### src/rtl/cal_alarm_pkg.sv
package cal_alarm_pkg;
  localparam int NUM_FIELDS  = 7;
  localparam int FIELD_MAX_W = 8;

  // register indices; field slots follow the field order below
  localparam int IDX_COMMIT = 7;
  localparam int IDX_IEN    = 8;
  localparam int IDX_STAT   = 9;

  typedef logic [NUM_FIELDS-1:0][FIELD_MAX_W-1:0] field_vec_t;

  // field order: sec, min, hour, wday, day, mon, year
  function automatic int field_width(input int idx);
    case (idx)
      0, 1:    return 7;
      2:       return 6;
      3:       return 3;
      4:       return 6;
      5:       return 5;
      default: return 8;
    endcase
  endfunction

  function automatic logic [FIELD_MAX_W-1:0] field_mask(input int idx);
    return FIELD_MAX_W'((1 << field_width(idx)) - 1);
  endfunction
endpackage

### src/rtl/alm_regs.sv
module alm_regs
  import cal_alarm_pkg::*;
#(
  parameter int DATA_W = 16,
  parameter int ADDR_W = 4
) (
  input  logic              clk,
  input  logic              rst_n,
  input  logic              bus_wr,
  input  logic              bus_rd,
  input  logic [ADDR_W-1:0] bus_addr,
  input  logic [DATA_W-1:0] bus_wdata,
  output logic [DATA_W-1:0] bus_rdata,
  input  logic              status,
  output field_vec_t        act_val,
  output logic [NUM_FIELDS-1:0] act_en,
  output logic              ien,
  output logic              stat_clr
);
  localparam int FLAG_BIT = DATA_W - 1;

  field_vec_t            stg_val;
  logic [NUM_FIELDS-1:0] stg_en;
  logic                  commit;
  logic [DATA_W-1:0]     rd_word;

  assign commit   = bus_wr && (bus_addr == ADDR_W'(IDX_COMMIT)) && bus_wdata[FLAG_BIT];
  assign stat_clr = bus_wr && (bus_addr == ADDR_W'(IDX_STAT)) && bus_wdata[0];

  always_ff @(posedge clk or negedge rst_n) begin
    if (!rst_n) begin
      stg_val <= '0;
      stg_en  <= '0;
      act_val <= '0;
      act_en  <= '0;
      ien     <= 1'b0;
    end else begin
      for (int i = 0; i < NUM_FIELDS; i++) begin
        if (bus_wr && (bus_addr == ADDR_W'(i))) begin
          stg_val[i] <= bus_wdata[FIELD_MAX_W-1:0] & field_mask(i);
          stg_en[i]  <= bus_wdata[FLAG_BIT];
        end
      end
      if (commit) begin
        act_val <= stg_val;
        act_en  <= stg_en;
      end
      if (bus_wr && (bus_addr == ADDR_W'(IDX_IEN)))
        ien <= bus_wdata[0];
    end
  end

  always_comb begin
    rd_word = '0;
    for (int i = 0; i < NUM_FIELDS; i++) begin
      if (bus_addr == ADDR_W'(i)) begin
        rd_word[FLAG_BIT]          = act_en[i];
        rd_word[FIELD_MAX_W-1:0]   = act_val[i];
      end
    end
    if (bus_addr == ADDR_W'(IDX_IEN))  rd_word[0] = ien;
    if (bus_addr == ADDR_W'(IDX_STAT)) rd_word[0] = status;
  end

  always_ff @(posedge clk or negedge rst_n) begin
    if (!rst_n)      bus_rdata <= '0;
    else if (bus_rd) bus_rdata <= rd_word;
  end
endmodule

### src/rtl/alm_match.sv
module alm_match
  import cal_alarm_pkg::*;
(
  input  field_vec_t            act_val,
  input  logic [NUM_FIELDS-1:0] act_en,
  input  field_vec_t            cur_val,
  output logic                  hit
);
  logic [NUM_FIELDS-1:0] agree;

  for (genvar g = 0; g < NUM_FIELDS; g++) begin : g_field
    assign agree[g] = !act_en[g] || (act_val[g] == cur_val[g]);
  end

  assign hit = (|act_en) && (&agree);
endmodule

### src/rtl/alm_status.sv
module alm_status (
  input  logic clk,
  input  logic rst_n,
  input  logic sec_tick,
  input  logic hit,
  input  logic clr,
  input  logic ien,
  output logic status,
  output logic irq
);
  always_ff @(posedge clk or negedge rst_n) begin
    if (!rst_n)               status <= 1'b0;
    else if (sec_tick && hit) status <= 1'b1;
    else if (clr)             status <= 1'b0;
  end

  assign irq = status & ien;
endmodule

### src/rtl/cal_alarm_match.sv
module cal_alarm_match
  import cal_alarm_pkg::*;
#(
  parameter int DATA_W = 16,
  parameter int ADDR_W = 4
) (
  input  logic              clk,
  input  logic              rst_n,
  input  logic              bus_wr,
  input  logic              bus_rd,
  input  logic [ADDR_W-1:0] bus_addr,
  input  logic [DATA_W-1:0] bus_wdata,
  output logic [DATA_W-1:0] bus_rdata,
  input  logic [6:0]        cal_sec,
  input  logic [6:0]        cal_min,
  input  logic [5:0]        cal_hour,
  input  logic [2:0]        cal_wday,
  input  logic [5:0]        cal_day,
  input  logic [4:0]        cal_mon,
  input  logic [7:0]        cal_year,
  input  logic              sec_tick,
  output logic              alarm_irq
);
  field_vec_t            act_val;
  field_vec_t            cur_val;
  logic [NUM_FIELDS-1:0] act_en;
  logic                  ien;
  logic                  stat_clr;
  logic                  status_q;
  logic                  hit;

  assign cur_val[0] = FIELD_MAX_W'(cal_sec);
  assign cur_val[1] = FIELD_MAX_W'(cal_min);
  assign cur_val[2] = FIELD_MAX_W'(cal_hour);
  assign cur_val[3] = FIELD_MAX_W'(cal_wday);
  assign cur_val[4] = FIELD_MAX_W'(cal_day);
  assign cur_val[5] = FIELD_MAX_W'(cal_mon);
  assign cur_val[6] = FIELD_MAX_W'(cal_year);

  alm_regs #(.DATA_W(DATA_W), .ADDR_W(ADDR_W)) u_regs (
    .clk(clk), .rst_n(rst_n),
    .bus_wr(bus_wr), .bus_rd(bus_rd), .bus_addr(bus_addr),
    .bus_wdata(bus_wdata), .bus_rdata(bus_rdata),
    .status(status_q), .act_val(act_val), .act_en(act_en),
    .ien(ien), .stat_clr(stat_clr)
  );

  alm_match u_match (
    .act_val(act_val), .act_en(act_en), .cur_val(cur_val), .hit(hit)
  );

  alm_status u_status (
    .clk(clk), .rst_n(rst_n), .sec_tick(sec_tick), .hit(hit),
    .clr(stat_clr), .ien(ien), .status(status_q), .irq(alarm_irq)
  );
endmodule

### config.mk
export PLATFORM = sky130hd
export DESIGN_NAME = cal_alarm_match
export DESIGN_NICKNAME = d
export VERILOG_FILES = /design/src/rtl/cal_alarm_pkg.sv /design/src/rtl/alm_regs.sv /design/src/rtl/alm_match.sv /design/src/rtl/alm_status.sv /design/src/rtl/cal_alarm_match.sv
export SDC_FILE = /design/constraint.sdc
export NUM_CORES = 1
export LEC_CHECK = 0
export BUFFER_PORTS_ARGS = -buffer_cell sky130_fd_sc_hd__buf_4
export CAP_MARGIN = 20
export CELL_PAD_IN_SITES_DETAIL_PLACEMENT = 0
export CELL_PAD_IN_SITES_GLOBAL_PLACEMENT = 1
export CORE_MARGIN = 5
export CORE_UTILIZATION = 30
export CTS_CLUSTER_SIZE = 14
export DETAILED_ROUTE_END_ITERATION = 16
export PLACE_DENSITY_LB_ADDON = 0.1
export SLEW_MARGIN = 20
export SYNTH_ARGS = -nofsm -noshare
export SYNTH_HDL_FRONTEND = slang
export SYNTH_SLANG_ARGS = --single-unit
### constraint.sdc
create_clock -name clk -period 2.6 [get_ports clk]
set_clock_uncertainty 0.1 [all_clocks]
set_input_delay 0.26 -clock clk [delete_from_list [all_inputs] [get_ports clk]]
set_output_delay 0.26 -clock clk [all_outputs]
set_load 0.01 [all_outputs]
==> results of run 1 <==
per-stage QoR:
stage               total power, mW  std cells  worst slack [ns]
floorplan                      2.82        399              1.00
global placement               3.17        674             0.564
detailed placement             3.20        674             0.554
CTS                            4.64        691             0.863
global route                   4.81        691             0.640
finish                         4.58        691             0.876
logic make-up after synthesis:
family / synth area share (%)
AOI/OAI and AO/OA: 4.78
xor gates and xnor gates: 7.10
buffers and inverters: 3.43
DFF: 52.7
muxes: 24.8
other: 0.0724
and+or+nand+nor: 7.18
worst max-delay path by stage:
stage / to / slack (ns) / cells past startpoint
3_5_place_dp: u_regs.stg_val[41]$_DFFE_PN0P_ / 0.55 / 4
5_1_grt: u_status.status$_DFFE_PN0P_ / 0.64 / 5
2_1_floorplan: u_regs.stg_en[3]$_DFFE_PN0P_ / 1.00 / 4
3_3_place_gp: u_regs.stg_val[53]$_DFFE_PN0P_ / 0.56 / 5
4_1_cts: u_status.status$_DFFE_PN0P_ / 0.86 / 5
6_report: u_status.status$_DFFE_PN0P_ / 0.88 / 5
metal layers:
layer  track usage (%)  wire length (um)  vias to the layer above
li1                  -                 -                     1526
met1              20.5              6710                     1688
met2              22.8              6610                       67
met3              2.16               444                       15
met4              4.70               203                        0
met5                 0                 0                        -
repair_timing:
item	CTS	global route
setup buffers	0	0
endpoints found under the hold margin	72	0
hold buffers	1	0
cells in the mapped netlist, drive strengths merged:
master,instances
nor3b,1
xor2,12
o41ai,2
inv,5
nand3,10
o211ai,2
dfrtp,109
a22oi,2
clkbuf,1
a2111oi,1
and3,1
and2,3
mux4,3
and4,1
or4,1
nor2,10
o22ai,2
mux2i,10
nand4,9
nor3,2
nand2,11
buf,22
a32oi,1
nand4b,1
nor2b,5
nand3b,1
conb,1
mux2,99
o31ai,4
and3b,1
xnor2,30
a21oi,8
or2,1
nand2b,2
a31oi,1
or3b,1
nor4,1
a2bb2oi,2
o21ai,14
power by group through the flow:
stage	logic [mW]	clock network [mW]	registers, mW
2_1_floorplan	0.583	0	2.24
3_3_place_gp	0.848	0	2.32
3_5_place_dp	0.866	0	2.33
4_1_cts	0.871	1.48	2.30
5_1_grt	0.944	1.53	2.34
6_report	0.852	1.44	2.29
layout make-up:
cell class                 count  area, um2  area share [%]
timing repair buffer          74        583            9.39
multi-input combinational    262       2300            37.0
sequential                   109       2730            43.9
clock inverter                 3       43.8           0.705
inverter                       5       18.8           0.302
clock buffer                  13        260            4.19
tap                          225        282            4.53
critical path, cell delays in order (launching register included):
cell,delay (ns)
dfrtp_1,0.41
xnor2_1,0.22
nand4_1,0.17
o41ai_1,0.31
nand4_1,0.23
o21ai_0,0.21
state kept, by name (all words and copies together) (netlist names):
signal / cells
u_regs.bus_rdata: 9
u_regs.act_val: 42
u_regs.act_en: 7
u_regs.ien: 1
u_status.status: 1
u_regs.stg_val: 42
u_regs.stg_en: 7
==> run_results.csv, run 1 <==
group,metric,value,unit
status,status,"finished, final reports clean",
global_route,antenna_found_initial,0,
placement,place_hpwl,10000,um
floorplanning,die_area,20000,um2
cells_and_area,post_route_utilization,36.3,%
cells_and_area,layout_commonest_cell,"dfrtp_1",
logic_synthesis,synth_area_leaders,"dfrtp_1, mux2_2, xnor2_1, buf_4, xor2_1",
clocking,cts.path.max_buffers,2,
sta,whs,0.0386,ns
setup_path,worst_setup_path_startpoint,"u_regs.act_val[12]$_DFFE_PN0P_",
power_and_ir_drop,vdd.ir_drop.worst,330,uV
power_and_ir_drop,clock_power_share,31.4,%
floorplanning,start_util,30.3,%
floorplanning,die_width,141,um
cells_and_area,drive_above_1_share,41.2,%
setup_path,r2r_setup_slack,0.88,ns
clocking,clk_pin_slew_worst_paths,0.07,ns
power_and_ir_drop,combPwrFrac,18.6,%
sta,max_slew_margin,65.4,%
logic_synthesis,synth_area,5180,um2
sta,post-route-min-period,1.72,ns
setup_path,crit-reg2reg-capture,"u_status.status$_DFFE_PN0P_",
sta,grt_setup_unrepaired,"false",
clocking,clock_tree_from_tritoncts,"yes",
detailed_routing,detailroute.via_count,3296,
sta,layout_worst_path_cycle_share,66.3,%
clocking,cts.root.buffer_cell,"clkbuf_16",
sta,timing.final.hold_violations,0,
clocking,cts_resized,0,
placement,gp_routability_congestion,0.742,
logic_synthesis,synth_top_area_cell,"dfrtp_1",
cells_and_area,antenna_diode_instance_count,0,
power_and_ir_drop,power_per_cell_area,737,nW/um2
global_route,grt_pass1_wl,21500,um
placement,place.port_buffers,69,
logic_synthesis,synth_cells,393,
power_and_ir_drop,internal_power,3.33,mW
logic_synthesis,synth_sequential_area_ratio,52.7,%
setup_path,critical_path.endpoint_type,"flip-flop",
logic_synthesis,postSynthAreaPerCell,13.2,um2
clocking,tritoncts.num_buffers,9,
logic_synthesis,ys_types,48,
detailed_routing,route.detailed.drc,0,
clocking,cts_sinks,109,
min_path,worst_hold_path.endpoint,"u_regs.stg_val[55]$_DFFE_PN0P_",
cells_and_area,count_of_nets_after_finishing,528,
min_path,holdCritStartpoint,"bus_wdata[7]",
power_and_ir_drop,power_switching_share,27.2,%
sta,fmax,580,MHz
detailed_routing,drt-initial-drc-count,144,
floorplanning,io-pin-count,84,
power_and_ir_drop,total_leakage_power,2.76,nW
clocking,htree_num_levels,3,
setup_path,cp_data_arrival_time,1.90,ns
floorplanning,core-area,17100,um2
sta,worst-slew-pin-transition,0.517,ns
sta,total_negative_setup_slacks,0,ns
setup_path,reg2regPathDepth,5,
global_route,track_usage,14.5,%
cells_and_area,number_of_filler_instances_in_the_final_layout,1689,
cells_and_area,layout.cells.most_common_list,"dfrtp_1, mux2_2, buf_4",
clocking,clk_latency,0.35,ns
floorplanning,number_of_placement_rows,48,
job,drv.max_cap_violation_count,0,
cells_and_area,stdcell_area,6210,um2
power_and_ir_drop,power_frac_seq,50.0,%
sta,slew_viol_final,0,
setup_path,worst_ep_required,2.77,ns
global_route,grt-ovfl-total,0,
sta,report.final.setup_viol,0,
power_and_ir_drop,switching_power_total,1.25,mW
global_route,grt_pass1_vias,3451,
setup_path,path_class,"reg2reg",
detailed_routing,routed_wire_length_per_instance,20.2,um
setup_path,r2r_start,"u_regs.act_val[12]$_DFFE_PN0P_",
setup_path,critical_path.max_fanout,3,
global_route,grt_start_max_net_pins,63,
placement,placed_area,5900,um2
setup_path,setup.worst_path.start_class,"flip-flop",
logic_synthesis,synth.ff_latch_count,109,
detailed_routing,viasPerCell,4.77,
logic_synthesis,post-synth-top-area-fraction,52.7,%
min_path,worst_hold_path.num_cells,2,
detailed_routing,detailedRoute.firstPassIterationCount,4,
cells_and_area,syn2layout_area_growth,19.9,%
detailed_routing,wirelength,14000,um
min_path,min_path_type,"in2reg",
floorplanning,die_height,141,um
detailed_routing,ant_nets,0,
logic_synthesis,synthesis.yosys.warnings,0,
(Power assumes the default switching activity.)
==> run 2, diff against run 1 <==
==> constraint.sdc (replaced) <==
create_clock -name clk -period 1.4 [get_ports clk]
set_clock_uncertainty 0.1 [all_clocks]
set_input_delay 0.14 -clock clk [delete_from_list [all_inputs] [get_ports clk]]
set_output_delay 0.14 -clock clk [all_outputs]
set_load 0.01 [all_outputs]
==> run_results.csv, run 2 (same netlist as run 1, synthesis figures left out) <==
group,metric,value,unit
clocking,tritoncts.num_buffers,9,
min_path,holdCritStartpoint,"bus_wdata[4]",
floorplanning,die_width,141,um
global_route,grt_pass1_vias,3916,
setup_path,critical_path.max_fanout,3,
clocking,cts.root.buffer_cell,"clkbuf_16",
global_route,track_usage,15.7,%
floorplanning,die_height,141,um
power_and_ir_drop,power.total,8.71,mW
floorplanning,io-pin-count,84,
min_path,worst_hold_path.num_cells,2,
power_and_ir_drop,vdd.ir_drop.worst,590,uV
setup_path,critical_path.slowest_cell,"or4_1",
cells_and_area,biggest_registers_after_layout,"u_regs.act_val (42), u_regs.stg_val (42), u_regs.bus_rdata (9)",
detailed_routing,detailedRoute.firstPassIterationCount,4,
clocking,clk_latency,0.35,ns
clocking,clock_tree_from_tritoncts,"yes",
clocking,cts_sinks,109,
setup_path,worst_ep_required,1.55,ns
cells_and_area,layout_commonest_cell,"buf_4",
clocking,htree_num_levels,3,
setup_path,critical_path.endpoint_type,"flip-flop",
setup_path,reg2regPathDepth,5,
sta,setup_ws,-0.245,ns
setup_path,r2r_setup_slack,-0.24,ns
cells_and_area,layout.cells.most_common_list,"buf_4, dfrtp_1, mux2_2",
setup_path,cp_cell_sequence,"or4_1 -> nor4_2 -> a21oi_1 -> nand4_1 -> o21ai_1",
placement,place_hpwl,11500,um
sta,layout_worst_path_cycle_share,117,%
min_path,min_path_type,"in2reg",
setup_path,cp_data_arrival_time,1.79,ns
sta,post-route-min-period,1.64,ns
sta,whs,0.0250,ns
job,drv.max_cap_violation_count,0,
detailed_routing,route.detailed.drc,0,
global_route,grt_pass1_wl,23300,um
setup_path,timing.critical_path.slowest_cell_delay,0.56,ns
floorplanning,start_util,30.3,%
detailed_routing,routed_wire_length_per_instance,19.8,um
sta,grt_setup_unrepaired,"true",
min_path,worst_hold_path.endpoint,"u_regs.stg_val[52]$_DFFE_PN0P_",
detailed_routing,viasPerCell,4.65,
status,status,"complete, but fails checks",
clocking,clk_pin_slew_worst_paths,0.07,ns
global_route,grt-ovfl-total,0,
setup_path,r2r_start,"u_regs.act_en[0]$_DFFE_PN0P_",
cells_and_area,drive_above_1_share,49.9,%
placement,place.port_buffers,69,
global_route,antenna_found_initial,0,
status,failed_checks,"negative setup slack",
sta,report.final.setup_viol,5,
cells_and_area,number_of_filler_instances_in_the_final_layout,1671,
detailed_routing,wirelength,15100,um
detailed_routing,ant_nets,0,
clocking,cts.path.max_buffers,2,
placement,placedCellCount,739,
floorplanning,die_area,20000,um2
floorplanning,number_of_placement_rows,48,
sta,fmax,608,MHz
sta,slew_viol_final,0,
setup_path,path_class,"reg2reg",
cells_and_area,syn2layout_area_growth,32.2,%
setup_path,crit-reg2reg-capture,"u_status.status$_DFFE_PN0P_",
global_route,grt_start_max_net_pins,38,
cells_and_area,finished_layout_cells,762,
cells_and_area,count_of_nets_after_finishing,599,
detailed_routing,detailroute.via_count,3545,
setup_path,setup.worst_path.start_class,"flip-flop",
cells_and_area,antenna_diode_instance_count,0,
power_and_ir_drop,total_leakage_power,3.14,nW
sta,timing.final.hold_violations,0,
floorplanning,core-area,17100,um2
power_and_ir_drop,power_per_cell_area,1270,nW/um2
placement,gp_routability_congestion,0.779,
detailed_routing,drt-initial-drc-count,140,
==> run 2: cell types whose count changed in the layout (fill, tap and decap cells not counted), sizes merged <==
cell	before	now
buf	73	139
bufinv	1	0
clkbuf	13	12
clkinv	2	4
dlygate4sd3	1	6
==> run 2: critical path: cells and delay by family (launching register included) <==
family | cells | cell delay, ns
DFF | 1 | 0.43
and+or+nand+nor | 3 | 0.87
AOI/OAI and AO/OA | 2 | 0.13
==> run 2: power by group <==
| part | total [mW] | internal (mW) | switching (mW) |
|---|---|---|---|
| registers | 4.23 | 3.79 | 0.437 |
| logic | 2.06 | 1.23 | 0.837 |
| clock network | 2.42 | 1.25 | 1.17 |
| total | 8.71 | 6.27 | 2.44 |
==> run 2: through the flow <==
stage | utilization [%] | TNS, ns | worst slack, ns | instance area (um2)
floorplan | - | -0.318 | -0.0620 | 5230
global placement | 37.6 | -15.75 | -0.353 | 6440
detailed placement | 37.6 | -15.91 | -0.325 | 6440
CTS | 39.8 | -0.921 | -0.262 | 6810
global route | 40.0 | -1.21 | -0.315 | 6850
finish | 40.0 | -0.885 | -0.245 | 6850
==> run 2: worst max-delay path by stage <==
| stage | from | endpoint | slack, ns |
|---|---|---|---|
| 2_1_floorplan | u_regs.act_en[1]$_DFFE_PN0P_ | u_status.status$_DFFE_PN0P_ | -0.06 |
| 3_3_place_gp | u_regs.act_val[53]$_DFFE_PN0P_ | u_status.status$_DFFE_PN0P_ | -0.35 |
| 3_5_place_dp | bus_addr[0] | u_regs.bus_rdata[15]$_DFFE_PN0P_ | -0.32 |
| 4_1_cts | u_regs.act_en[1]$_DFFE_PN0P_ | u_status.status$_DFFE_PN0P_ | -0.26 |
| 5_1_grt | u_regs.act_en[1]$_DFFE_PN0P_ | u_status.status$_DFFE_PN0P_ | -0.32 |
| 6_report | u_regs.act_en[0]$_DFFE_PN0P_ | u_status.status$_DFFE_PN0P_ | -0.24 |
==> run 2: what timing repair did <==
action | CTS | global route
gates resized for setup | 8 | 9
endpoints found under the setup margin | 5 | 7
setup buffers | 1 | 0
pin swaps | 2 | 3
hold buffers | 6 | 0
gates cloned | 0 | 0
endpoints found under the hold margin | 37 | 0
==> run 2: cell type report <==
| class | count | area (um2) | share of cell area (%) |
|---|---|---|---|
| inverters | 5 | 18.8 | 0.274 |
| clock inverters | 4 | 23.8 | 0.347 |
| flip-flops and latches | 109 | 2730 | 39.8 |
| repair buffers | 145 | 1180 | 17.2 |
| multi-input cells | 262 | 2370 | 34.6 |
| clock buffers | 12 | 246 | 3.60 |
| well taps | 225 | 282 | 4.11 |
==> run 2: layer usage <==
layer,GRT usage (%),wire (um),vias to the layer above,share of wire [%]
li1,-,-,1681,-
met1,21.5,7120,1785,47
met2,25.6,7200,68,48
met3,2.60,526,11,3.5
met4,5.00,217,0,1.4
met5,0,0,-,0
==> run 3, diff against run 2 <==
--- a/config.mk
+++ b/config.mk
@@ -7,13 +7,10 @@
 export LEC_CHECK = 0
 export BUFFER_PORTS_ARGS = -buffer_cell sky130_fd_sc_hd__buf_4
 export CAP_MARGIN = 20
-export CELL_PAD_IN_SITES_DETAIL_PLACEMENT = 0
-export CELL_PAD_IN_SITES_GLOBAL_PLACEMENT = 1
 export CORE_MARGIN = 5
 export CORE_UTILIZATION = 30
 export CTS_CLUSTER_SIZE = 14
 export DETAILED_ROUTE_END_ITERATION = 16
-export PLACE_DENSITY_LB_ADDON = 0.1
 export SLEW_MARGIN = 20
 export SYNTH_ARGS = -nofsm -noshare
 export SYNTH_HDL_FRONTEND = slang
==> run_results.csv, run 3 (same netlist as run 1, synthesis figures left out) <==
group,metric,value,unit
placement,placedCellCount,740,
setup_path,critical_path.slowest_cell,"dfrtp_1",
detailed_routing,drt-initial-drc-count,183,
global_route,grt_start_max_net_pins,40,
cells_and_area,layout.area.seq,2730,um2
floorplanning,die_width,141,um
sta,timing.final.hold_violations,0,
sta,setup_ws,-0.214,ns
placement,gp_routability_congestion,0.893,
setup_path,r2r_setup_slack,-0.21,ns
global_route,grt_pass1_wl,23000,um
cells_and_area,multi_input_comb_area,2350,um2
cells_and_area,biggest_registers_after_layout,"u_regs.act_val (42), u_regs.stg_val (42), u_regs.bus_rdata (9)",
floorplanning,die_area,20000,um2
setup_path,r2r_start,"u_regs.act_val[10]$_DFFE_PN0P_",
floorplanning,io-pin-count,84,
clocking,tritoncts.num_buffers,9,
global_route,track_usage,15.0,%
floorplanning,number_of_placement_rows,48,
setup_path,cp_common_cell,"nand4_1",
status,status,"complete, but fails checks",
status,failed_checks,"negative setup slack",
cells_and_area,syn2layout_area_growth,32.4,%
sta,post-route-min-period,1.61,ns
power_and_ir_drop,total_leakage_power,3.14,nW
clocking,clk_latency,0.36,ns
global_route,antenna_found_initial,1,
cells_and_area,antenna_diode_instance_count,0,
detailed_routing,wirelength,14400,um
setup_path,path_class,"reg2reg",
setup_path,timing.critical_path.slowest_cell_delay,0.44,ns
placement,place_hpwl,11200,um
clocking,htree_num_levels,3,
sta,whs,0.0245,ns
setup_path,path_delay_family,"flip-flops",
power_and_ir_drop,vdd.ir_drop.worst,621,uV
setup_path,crit-reg2reg-capture,"u_status.status$_DFFE_PN0P_",
placement,dp_slack,-0.318,ns
power_and_ir_drop,power_per_cell_area,1300,nW/um2
clocking,cts_sinks,109,
setup_path,cp_data_arrival_time,1.79,ns
sta,grt_setup_unrepaired,"true",
detailed_routing,detailedRoute.firstPassIterationCount,4,
floorplanning,start_util,30.3,%
power_and_ir_drop,power.total,8.92,mW
sta,layout_worst_path_cycle_share,115,%
detailed_routing,detailroute.via_count,3619,
floorplanning,core-area,17100,um2
cells_and_area,count_of_nets_after_finishing,599,
setup_path,cp_cell_sequence,"xnor2_1 -> nand4_1 -> o41ai_2 -> nand4_1 -> o21ai_1",
setup_path,worst_ep_required,1.58,ns
setup_path,critical_path.max_fanout,3,
clocking,clk_pin_slew_worst_paths,0.07,ns
cells_and_area,finished_layout_cells,762,
sta,report.final.setup_viol,5,
min_path,worst_hold_path.num_cells,2,
cells_and_area,stdcell_area,6850,um2
global_route,grt-ovfl-total,0,
floorplanning,die_height,141,um
min_path,worst_hold_path.endpoint,"u_regs.stg_val[52]$_DFFE_PN0P_",
cells_and_area,number_of_filler_instances_in_the_final_layout,1644,
detailed_routing,route.detailed.drc,0,
setup_path,critical_path.endpoint_type,"flip-flop",
placement,placed_area,6430,um2
cells_and_area,layout.cells.most_common_list,"buf_4, dfrtp_1, mux2_2",
setup_path,reg2regPathDepth,5,
detailed_routing,ant_nets,0,
sta,slew_viol_final,0,
cells_and_area,drive_above_1_share,50.8,%
sta,fmax,620,MHz
setup_path,worst-path-buf-inv,0,
detailed_routing,routed_wire_length_per_instance,18.8,um
min_path,holdCritStartpoint,"bus_wdata[4]",
cells_and_area,layout_commonest_cell,"buf_4",
global_route,grt_pass1_vias,4085,
job,drv.max_cap_violation_count,0,
clocking,cts.path.max_buffers,2,
detailed_routing,viasPerCell,4.75,
min_path,min_path_type,"in2reg",
placement,place.port_buffers,69,
clocking,clock_tree_from_tritoncts,"yes",
setup_path,setup.worst_path.start_class,"flip-flop",
clocking,cts.root.buffer_cell,"clkbuf_16",
## run 3: changes by cell type in the layout (fill, tap and decap cells not counted), moves of 2 or more
cell / before / now
clkbuf_1: 2 / 0
clkinv_2: 3 / 1
o21ai_0: 7 / 11
inv_6: 0 / 2
o21ai_1: 6 / 2
buf_4: 133 / 135
## run 3: worst max path at each step
stage | to | slack (ns) | from | depth (start not counted)
finish | u_status.status$_DFFE_PN0P_ | -0.21 | u_regs.act_val[10]$_DFFE_PN0P_ | 5
global route | u_status.status$_DFFE_PN0P_ | -0.32 | u_regs.act_val[10]$_DFFE_PN0P_ | 5
CTS | u_status.status$_DFFE_PN0P_ | -0.21 | u_regs.act_val[10]$_DFFE_PN0P_ | 5
detailed placement | u_status.status$_DFFE_PN0P_ | -0.32 | u_regs.act_val[10]$_DFFE_PN0P_ | 5
global placement | u_status.status$_DFFE_PN0P_ | -0.36 | u_regs.act_val[17]$_DFFE_PN0P_ | 5
floorplan | u_status.status$_DFFE_PN0P_ | -0.06 | u_regs.act_en[1]$_DFFE_PN0P_ | 5
## run 3: timing repair
action | 4_1_cts | 5_1_grt
endpoints found under the hold margin | 120 | 0
setup endpoints to repair | 5 | 5
hold buffers | 5 | 0
buffers inserted | 1 | 0
resized for setup | 9 | 4
pin swaps | 10 | 6
## run 3: area by class of cell
type	instances	share of cell area [%]
clock buffers	10	3.49
clock inverters	6	1.00
inverters	5	0.274
multi-input cells	262	34.3
flip-flops and latches	109	39.8
well taps	225	4.11
repair buffers	145	17.0
## run 3: metrics by stage
stage	utilization (%)	setup TNS, ns
finish	40.0	-0.794
global route	40.0	-1.19
CTS	39.9	-0.820
detailed placement	37.6	-11.03
global placement	37.6	-9.88
floorplan	-	-0.318
## run 3: metal layers
metal	vias to the layer above	share of wire, %	wire, um	GRT usage, %
met5	-	0	0	0
met4	0	2.0	281	4.75
met3	20	5.9	848	3.34
met2	113	47	6740	24.0
met1	1808	45	6490	20.5
li1	1678	-	-	-
## run 3: report_power, final
group | total (mW) | switching [mW] | internal (mW)
combinational | 2.07 | 0.836 | 1.24
clock | 2.62 | 1.17 | 1.45
sequential | 4.22 | 0.435 | 3.79
total | 8.92 | 2.44 | 6.48
